--- config.mk ---
export PLATFORM = sky130hd
export DESIGN_NAME = spi_nor_regresp
export DESIGN_NICKNAME = d
export VERILOG_FILES = /design/src/rtl/spi_nor_regresp.sv
export SDC_FILE = /design/constraint.sdc
export NUM_CORES = 1
export LEC_CHECK = 0
export ABC_CLOCK_PERIOD_IN_PS = 2600
export CORE_AREA = 2 2 75 77
export CTS_CLUSTER_SIZE = 40
export DETAILED_ROUTE_END_ITERATION = 12
export DIE_AREA = 0 0 77 79
export PLACE_DENSITY = 0.51
export SYNTH_ARGS = -nofsm -noshare
export SYNTH_HDL_FRONTEND = slang
export SYNTH_SLANG_ARGS = --single-unit
--- constraint.sdc ---
create_clock -name clk -period 2.6 [get_ports clk]
set_clock_uncertainty 0.15 [all_clocks]
set_input_delay 0.52 -clock clk [delete_from_list [all_inputs] [get_ports clk]]
set_output_delay 0.52 -clock clk [all_outputs]
set_load 0.05 [all_outputs]
--- src/rtl/spi_nor_regresp.sv ---
module spi_nor_regresp #(
  parameter logic [7:0] MFR_ID   = 8'h5A,
  parameter logic [7:0] MEM_TYPE = 8'h40,
  parameter logic [7:0] DEV_ID   = 8'h16
) (
  input  logic       clk,
  input  logic       rst_n,
  input  logic       cs_n,
  input  logic       byte_vld,
  input  logic [7:0] mosi_byte,
  input  logic       busy_in,
  input  logic       cprog_in,
  input  logic       wp_n,
  output logic [7:0] miso_byte
);
  localparam logic [7:0] OP_WREN = 8'h06;
  localparam logic [7:0] OP_WRDI = 8'h04;
  localparam logic [7:0] OP_RDSR = 8'h05;
  localparam logic [7:0] OP_WRSR = 8'h01;
  localparam logic [7:0] OP_RDID = 8'h9F;
  localparam logic [7:0] OP_RES  = 8'hAB;
  localparam logic [7:0] OP_REMS = 8'h90;
  localparam logic [2:0] SLOT_MAX = 3'd7;

  logic [7:0] cmd_q, miso_q, nxt_miso;
  logic [2:0] slot_q;
  logic       wel_q, srwd_q, sel_q, alt_q;
  logic [3:0] bp_q;

  wire        take   = byte_vld & ~cs_n;
  wire [7:0]  op     = (slot_q == 3'd0) ? mosi_byte : cmd_q;
  wire [7:0]  status = {srwd_q, cprog_in, bp_q, wel_q, busy_in};
  wire        locked = srwd_q & ~wp_n;
  wire        wr_ok  = take && slot_q == 3'd1 && cmd_q == OP_WRSR && wel_q && !locked;

  assign miso_byte = miso_q;

  always_comb begin
    nxt_miso = 8'hFF;
    case (op)
      OP_RDSR: nxt_miso = status;
      OP_RDID: begin
        if (slot_q == 3'd0)      nxt_miso = MFR_ID;
        else if (slot_q == 3'd1) nxt_miso = MEM_TYPE;
        else if (slot_q == 3'd2) nxt_miso = DEV_ID;
      end
      OP_RES:  if (slot_q >= 3'd3) nxt_miso = DEV_ID;
      OP_REMS: begin
        if (slot_q == 3'd3)      nxt_miso = mosi_byte[0] ? DEV_ID : MFR_ID;
        else if (slot_q >= 3'd4) nxt_miso = (alt_q ^ sel_q) ? DEV_ID : MFR_ID;
      end
      default: nxt_miso = 8'hFF;
    endcase
  end

  always_ff @(posedge clk or negedge rst_n) begin
    if (!rst_n) begin
      cmd_q  <= 8'h00;
      slot_q <= 3'd0;
      miso_q <= 8'hFF;
      wel_q  <= 1'b0;
      srwd_q <= 1'b0;
      bp_q   <= 4'h0;
      sel_q  <= 1'b0;
      alt_q  <= 1'b0;
    end else if (cs_n) begin
      if (slot_q != 3'd0 && cmd_q == OP_WRSR) wel_q <= 1'b0;
      cmd_q  <= 8'h00;
      slot_q <= 3'd0;
      miso_q <= 8'hFF;
      alt_q  <= 1'b0;
    end else if (byte_vld) begin
      miso_q <= nxt_miso;
      if (slot_q != SLOT_MAX) slot_q <= slot_q + 3'd1;
      if (slot_q == 3'd0) begin
        cmd_q <= mosi_byte;
        if (mosi_byte == OP_WREN) wel_q <= 1'b1;
        if (mosi_byte == OP_WRDI) wel_q <= 1'b0;
      end
      if (wr_ok) begin
        srwd_q <= mosi_byte[7];
        bp_q   <= mosi_byte[5:2];
      end
      if (cmd_q == OP_REMS && slot_q == 3'd3) begin
        sel_q <= mosi_byte[0];
        alt_q <= 1'b1;
      end else if (cmd_q == OP_REMS && slot_q >= 3'd4) begin
        alt_q <= ~alt_q;
      end
    end
  end
endmodule

======== Yosys cells after proc, flatten, opt, wreduce, memory -nomap -nowiden ========
Cells that the tools add are included.
operators by class
  equal/unequal tests ..................... 13
  add/subtract/negate cells ............... 1
  order comparisons ....................... 2
  reduce and logical (&&, ||, !) cells .... 20
  bitwise operators ....................... 6
  mux-type cells .......................... 27
operator list
  operator                                                                  number
  8-bit two-way mux                                                         11
  8-bit == test (second input constant)                                     4
  8-bit case mux with 4 select lines                                        1
  8-bit by 3-bit == test with 1-bit output (second input constant)          3
  7-bit two-way mux                                                         2
  1-bit two-way mux                                                         10
  3-bit two-way mux                                                         3
  3-bit nonzero test                                                        3
  8-bit by 1-bit == test with 1-bit output (second input constant)          1
  1-bit logical AND                                                         7
  3-bit by 2-bit == test with 1-bit output (second input constant)          2
  3-bit AND reduction                                                       2
  2-bit nonzero test                                                        3
  2-bit AND reduction                                                       2
  4-bit AND reduction                                                       1
  3-bit by 1-bit adder with 3-bit output (second input constant)            1
  3-bit by 1-bit == test with 1-bit output (second input constant)          1
  3-bit by 2-bit >= comparator with 1-bit output (second input constant)    1
  3-bit >= comparator (second input constant)                               1
  3-bit logical NOT                                                         1
  3-bit inequality test (second input constant)                             1
  1-bit inverter                                                            3
  1-bit bitwise AND                                                         2
  2-bit by 1-bit inequality test with 1-bit output (second input constant)  1
  other kinds (2)                                                           2
word-level totals
  input bits .............................. 15
  register bits ........................... 27
  output and inout port bits .............. 8
  word-level logic and storage cells ...... 77

======== Depth between registers and ports, before layout ========
  depth after elaboration ................. 7
  gate-level depth with buffers ........... 8
  gate-level depth less buffers ........... 7

======== Worst setup path before layout ========
No wires, ideal clock.
  kind .................................... register to register
  start ................................... register slot_q[0]
  end ..................................... register miso_q[0], in the netlist miso_byte[0]
  period minus slack after synthesis ...... 2.233 ns
  setup slack ............................. 0.367 ns
  data arrival time ....................... 1.980 ns
  setup time .............................. 0.103 ns
  stages on the path, launching flop included .. 9
  path buffers ............................ 1
  required time ........................... 2.347 ns
  cells stage by stage .................... dfrtp_1 > inv_1 > ha_1 > nand2b_4 > or3_1 > buf_2 > a22o_1 > a211oi_2 > a31oi_1
between the ends
  longest elaborated chain between the ends .. 7
  elaborated cells on any way between the ends .. 20
  classes of those cells .................. order compare: 2; eq/ne: 7; mux: 10; reduce/logical: 1
RTL lines
  item                                                                         RTL line  RTL
  start, declared                                                              26        logic [2:0] slot_q;
  start signal, assigned                                                       74        if (slot_q != SLOT_MAX) slot_q <= slot_q + 3'd1;
  parallel branches: the longest is 4 deep, another holds 3-bit >= comparator  n/a
  8-bit case mux with 4 select lines (*)                                       40        case (op)
  8-bit two-way mux (*)                                                        72        end else if (byte_vld) begin
  8-bit two-way mux (*)                                                        66        end else if (cs_n) begin
  end signal, assigned                                                         73        miso_q <= nxt_miso;
  end, declared                                                                25        logic [7:0] cmd_q, miso_q, nxt_miso;
Mark *: on every way between the ends. The select of a mux whose other input is x is not followed.
A chain may end at the register's enable or synchronous reset.

======== Worst setup path in the final report ========
  start ................................... input mosi_byte[5]
  end ..................................... register miso_q[2], in the netlist miso_byte[2]
between the ends
  longest elaborated chain between the ends .. 5
  elaborated cells on any way between the ends .. 8
  classes of those cells .................. eq/ne: 4; mux: 4
RTL lines
  item                                                                              RTL line  RTL
  start, declared                                                                   10        input logic [7:0] mosi_byte,
  8-bit two-way mux (*)                                                             n/a
  8-bit == test / 8-bit by 3-bit == test with 1-bit output (equally long branches)  40
  8-bit case mux with 4 select lines (*)                                            40
  8-bit two-way mux (*)                                                             72
  8-bit two-way mux (*)                                                             66
Every way passes the cells marked *; elsewhere a longest branch is shown, timed or not. The select of a mux whose other input is x is not followed.

==> out/qor.txt <==
run status - finished with violations
failing checks - negative setup slack
RSZ-0062 raised after global routing - yes
vias per cell - 5.36
die width - 77 µm
dominant combinational cell family by area after synthesis - simple AND/OR/NAND/NOR gates
WL/cell - 16.7 µm
type of the most critical hold path - reg2reg
count of max-cap constraint violations - 0
via count of the first global-routing pass - 1,688
net count after synthesis - 207
hold buffer count at CTS - 0
CTS clk-pin slew, worst paths - 0.10 ns
compound-gate portion of the synthesized area - 20.5%
Cell Count, Final, Fillers Out - 308
smallest setup slack after layout - -0.00120 ns
biggest fanout along the worst timing path - 4
share of the yosys chip area belonging to registers - 37.8%
Area growth syn-to-layout - 32.6%
initial antenna violation count - 0
post-synthesis share of cell area spent on xor and xnor gates - 0.966%
Async SR Flop Fraction - 100%
fin crit period - 2.60 ns
number of iterations in the first detailed-routing pass - 4
share of post-route cells with drive strength above 1 - 28.8%
adder-cell share of the synthesized area - 4.14%
GRT Overall Usage - 18.3%
dpl hpwl - 4.09 mm
reg2reg path depth - 9
met3 routing resource usage after global routing - 2.61%
data arrival time of the critical path - 2.65 ns
critical path start-end classification - in2reg
Die Outline Area - 6080 µm²
gr ovfl total - 0
final worst-path cycle share - 100%
area share of and/or/nand/nor cells after synthesis - 25.7%
Starting Density - 34.0%
leakage power figure - 0.946 nW
Post-Route WL - 5.14 mm
sequential cell area - 686 µm²
Final Net Count - 258
Critical Path End Type - register
number of endpoints failing setup at the final stage - 1
routability congestion estimate - 0.918
worst hold path depth - 2
number of fill cells in the layout - 537
global route hottest layer - met2
Top FF cell, synth - sky130_fd_sc_hd__dfrtp_1
global-route met2 utilization - 31.7%
Cells after DPL - 304
antenna diode count - 0
Highest Clock Rate - 384 MHz
CTS tree - done
EDFF count, synth - 0
clk root buf - sky130_fd_sc_hd__clkbuf_8
DRC violation count after routing - 0
overall via count from detail_route - 1,650
average cell area after synthesis - 9.75 µm²
utilization of the core after routing - 45.0%
clock latency at the later pin of the worst-skew pair - 0.27 ns
Core ar. - 5340 µm²
worst slew margin relative to its limit - 66.8%
CP Launch Type - input port
Placed Instance Area - 2320 µm²
post-synthesis instance area - 1810 µm²
port bufs - 22
hold slack final - 0.352 ns
number of library cell types mapped by synthesis - 58
TritonCTS Sinks - 27
number of top-level pins - 23
row cnt - 27
Cell Pwr Density - 425 nW/µm²
slew at the pin with the worst max-slew slack - 0.497 ns
portion of netlist area occupied by mux cells - 5.94%
met1 routing resource usage after global routing - 23.7%
gate count after technology mapping - 186
#FFs+latches synth - 27
total power consumption of the routed design - 1.02 mW
worst setup timing slack at the placement stage - -0.222 ns
global-route wire length before repair - 8.76 mm
worst-case vdd ir drop - 216 µV
required time at the endpoint of the critical path - 2.65 ns
number of H-tree levels - 1
Die Y-Extent - 79 µm
deepest clock path buffer count - 2
initial DRC count - 116
cts bufs inserted - 3
post-detailed-route count of antenna-violating nets - 0
maximum number of pins on one net before global-route repair - 28
final-report hold violation count - 0
Design Area, Final - 2400 µm²
multi-input gate area in the final layout - 1080 µm²
Slew Viols, Final - 0
count of yosys warnings during synthesis - 0
Sum Neg Setup Slack - -0.00120 ns
## critical path, stage by stage
cell	delay [ns]
sky130_fd_sc_hd__clkdlybuf4s50_1	0.49
sky130_fd_sc_hd__or4_4	0.55
sky130_fd_sc_hd__buf_4	0.17
sky130_fd_sc_hd__nor3_1	0.28
sky130_fd_sc_hd__a2bb2o_1	0.33
sky130_fd_sc_hd__nor4b_2	0.17
sky130_fd_sc_hd__a21oi_1	0.15
## area by class of cell
cell class	count	share of cell area, %
multi-input cells	142	44.8
well taps	72	3.75
clock buffers	4	1.87
inverters	9	1.41
repair buffers	54	19.7
flip-flops and latches	27	28.5
## timing repair
action                                  CTS  global route
endpoints found under the hold margin     0             0
buffers inserted                          0             0
endpoints found under the setup margin    0             7
resized for setup                         0             7
## state kept, by name, summed over array words and instances (netlist names)
register and count:
slot_q 3, bp_q 4, alt_q 1, wel_q 1
srwd_q 1, miso_byte 8, cmd_q 8, sel_q 1
## cell families after synthesis
group	count (synthesis)
flops	27
xor+xnor	2
fa+ha+maj	6
buf+inv	17
compound gates	47
mux	9
simple gates	78
## path summary, 6_finish.rpt
kind | to | startpoint | slack (ns)
setup / recovery | miso_byte[2]$_DFFE_PN1N_ | mosi_byte[5] | -0.001
setup reg to reg | miso_byte[7]$_DFFE_PN1N_ | slot_q[0]$_DFFE_PN0P_ | 0.18
hold / removal | miso_byte[6]$_DFFE_PN1N_ | miso_byte[6]$_DFFE_PN1N_ | 0.35
min in group asynchronous | alt_q$_DFFE_PN0P_ | rst_n | 0.47
hold reg to reg | miso_byte[6]$_DFFE_PN1N_ | miso_byte[6]$_DFFE_PN1N_ | 0.35
max in group asynchronous | miso_byte[2]$_DFFE_PN1N_ | rst_n | 1.52
## synth_stat cells, types with 2 or more instances
cell	n	area, µm²
sky130_fd_sc_hd__nor2_1	21	78.8
sky130_fd_sc_hd__dfrtp_1	19	475
sky130_fd_sc_hd__nand2_1	16	60.1
sky130_fd_sc_hd__nand3_1	10	50.1
sky130_fd_sc_hd__a21oi_1	9	45.0
sky130_fd_sc_hd__a31oi_1	9	56.3
sky130_fd_sc_hd__dfstp_2	8	210
sky130_fd_sc_hd__inv_1	8	30.0
sky130_fd_sc_hd__ha_1	6	75.1
sky130_fd_sc_hd__mux2_1	4	45.0
sky130_fd_sc_hd__nand4bb_1	4	45.0
sky130_fd_sc_hd__a211oi_1	3	22.5
sky130_fd_sc_hd__a211oi_2	3	37.5
sky130_fd_sc_hd__a22o_1	3	26.3
sky130_fd_sc_hd__a22oi_1	3	22.5
sky130_fd_sc_hd__buf_6	3	33.8
sky130_fd_sc_hd__mux2_2	3	33.8
sky130_fd_sc_hd__nor2b_1	3	18.8
sky130_fd_sc_hd__a41oi_1	2	17.5
sky130_fd_sc_hd__buf_2	2	10.0
sky130_fd_sc_hd__clkbuf_1	2	7.51
sky130_fd_sc_hd__nand2b_1	2	12.5
sky130_fd_sc_hd__nand4_1	2	12.5
sky130_fd_sc_hd__nor3_1	2	10.0
sky130_fd_sc_hd__nor4_1	2	12.5
sky130_fd_sc_hd__nor4b_1	2	17.5
sky130_fd_sc_hd__o21ai_0	2	10.0
sky130_fd_sc_hd__or2_2	2	12.5
sky130_fd_sc_hd__or4_4	2	22.5
## power by group
group	internal [mW]	switching (mW)
clock	0.110	0.135
combinational	0.139	0.159
sequential	0.450	0.0291
total	0.699	0.323
## placed cells by master (no fill, tap or decap), types with 3 or more instances in the layout
cell type                          n
sky130_fd_sc_hd__nand3_1          10
sky130_fd_sc_hd__ha_1              5
sky130_fd_sc_hd__inv_1             8
sky130_fd_sc_hd__a31oi_1           9
sky130_fd_sc_hd__a22o_1            3
sky130_fd_sc_hd__nand4bb_1         4
sky130_fd_sc_hd__clkbuf_8          3
sky130_fd_sc_hd__nor2_1           21
sky130_fd_sc_hd__nand2_1          16
sky130_fd_sc_hd__a22oi_1           3
sky130_fd_sc_hd__a21oi_1           9
sky130_fd_sc_hd__a211oi_1          3
sky130_fd_sc_hd__buf_4            31
sky130_fd_sc_hd__dfstp_2           8
sky130_fd_sc_hd__nor2b_1           3
sky130_fd_sc_hd__dfrtp_1          19
sky130_fd_sc_hd__mux2_1            4
sky130_fd_sc_hd__clkdlybuf4s50_1  22
sky130_fd_sc_hd__a211oi_2          3
sky130_fd_sc_hd__mux2_2            3
## routing by layer
| metal | part of all wire, % | vias up |
|---|---|---|
| met5 | 0 | - |
| met4 | 0.80 | 0 |
| met3 | 3.4 | 4 |
| met2 | 50 | 39 |
| met1 | 46 | 810 |
| li1 | - | 797 |
Power figures use the tool's default switching activity.
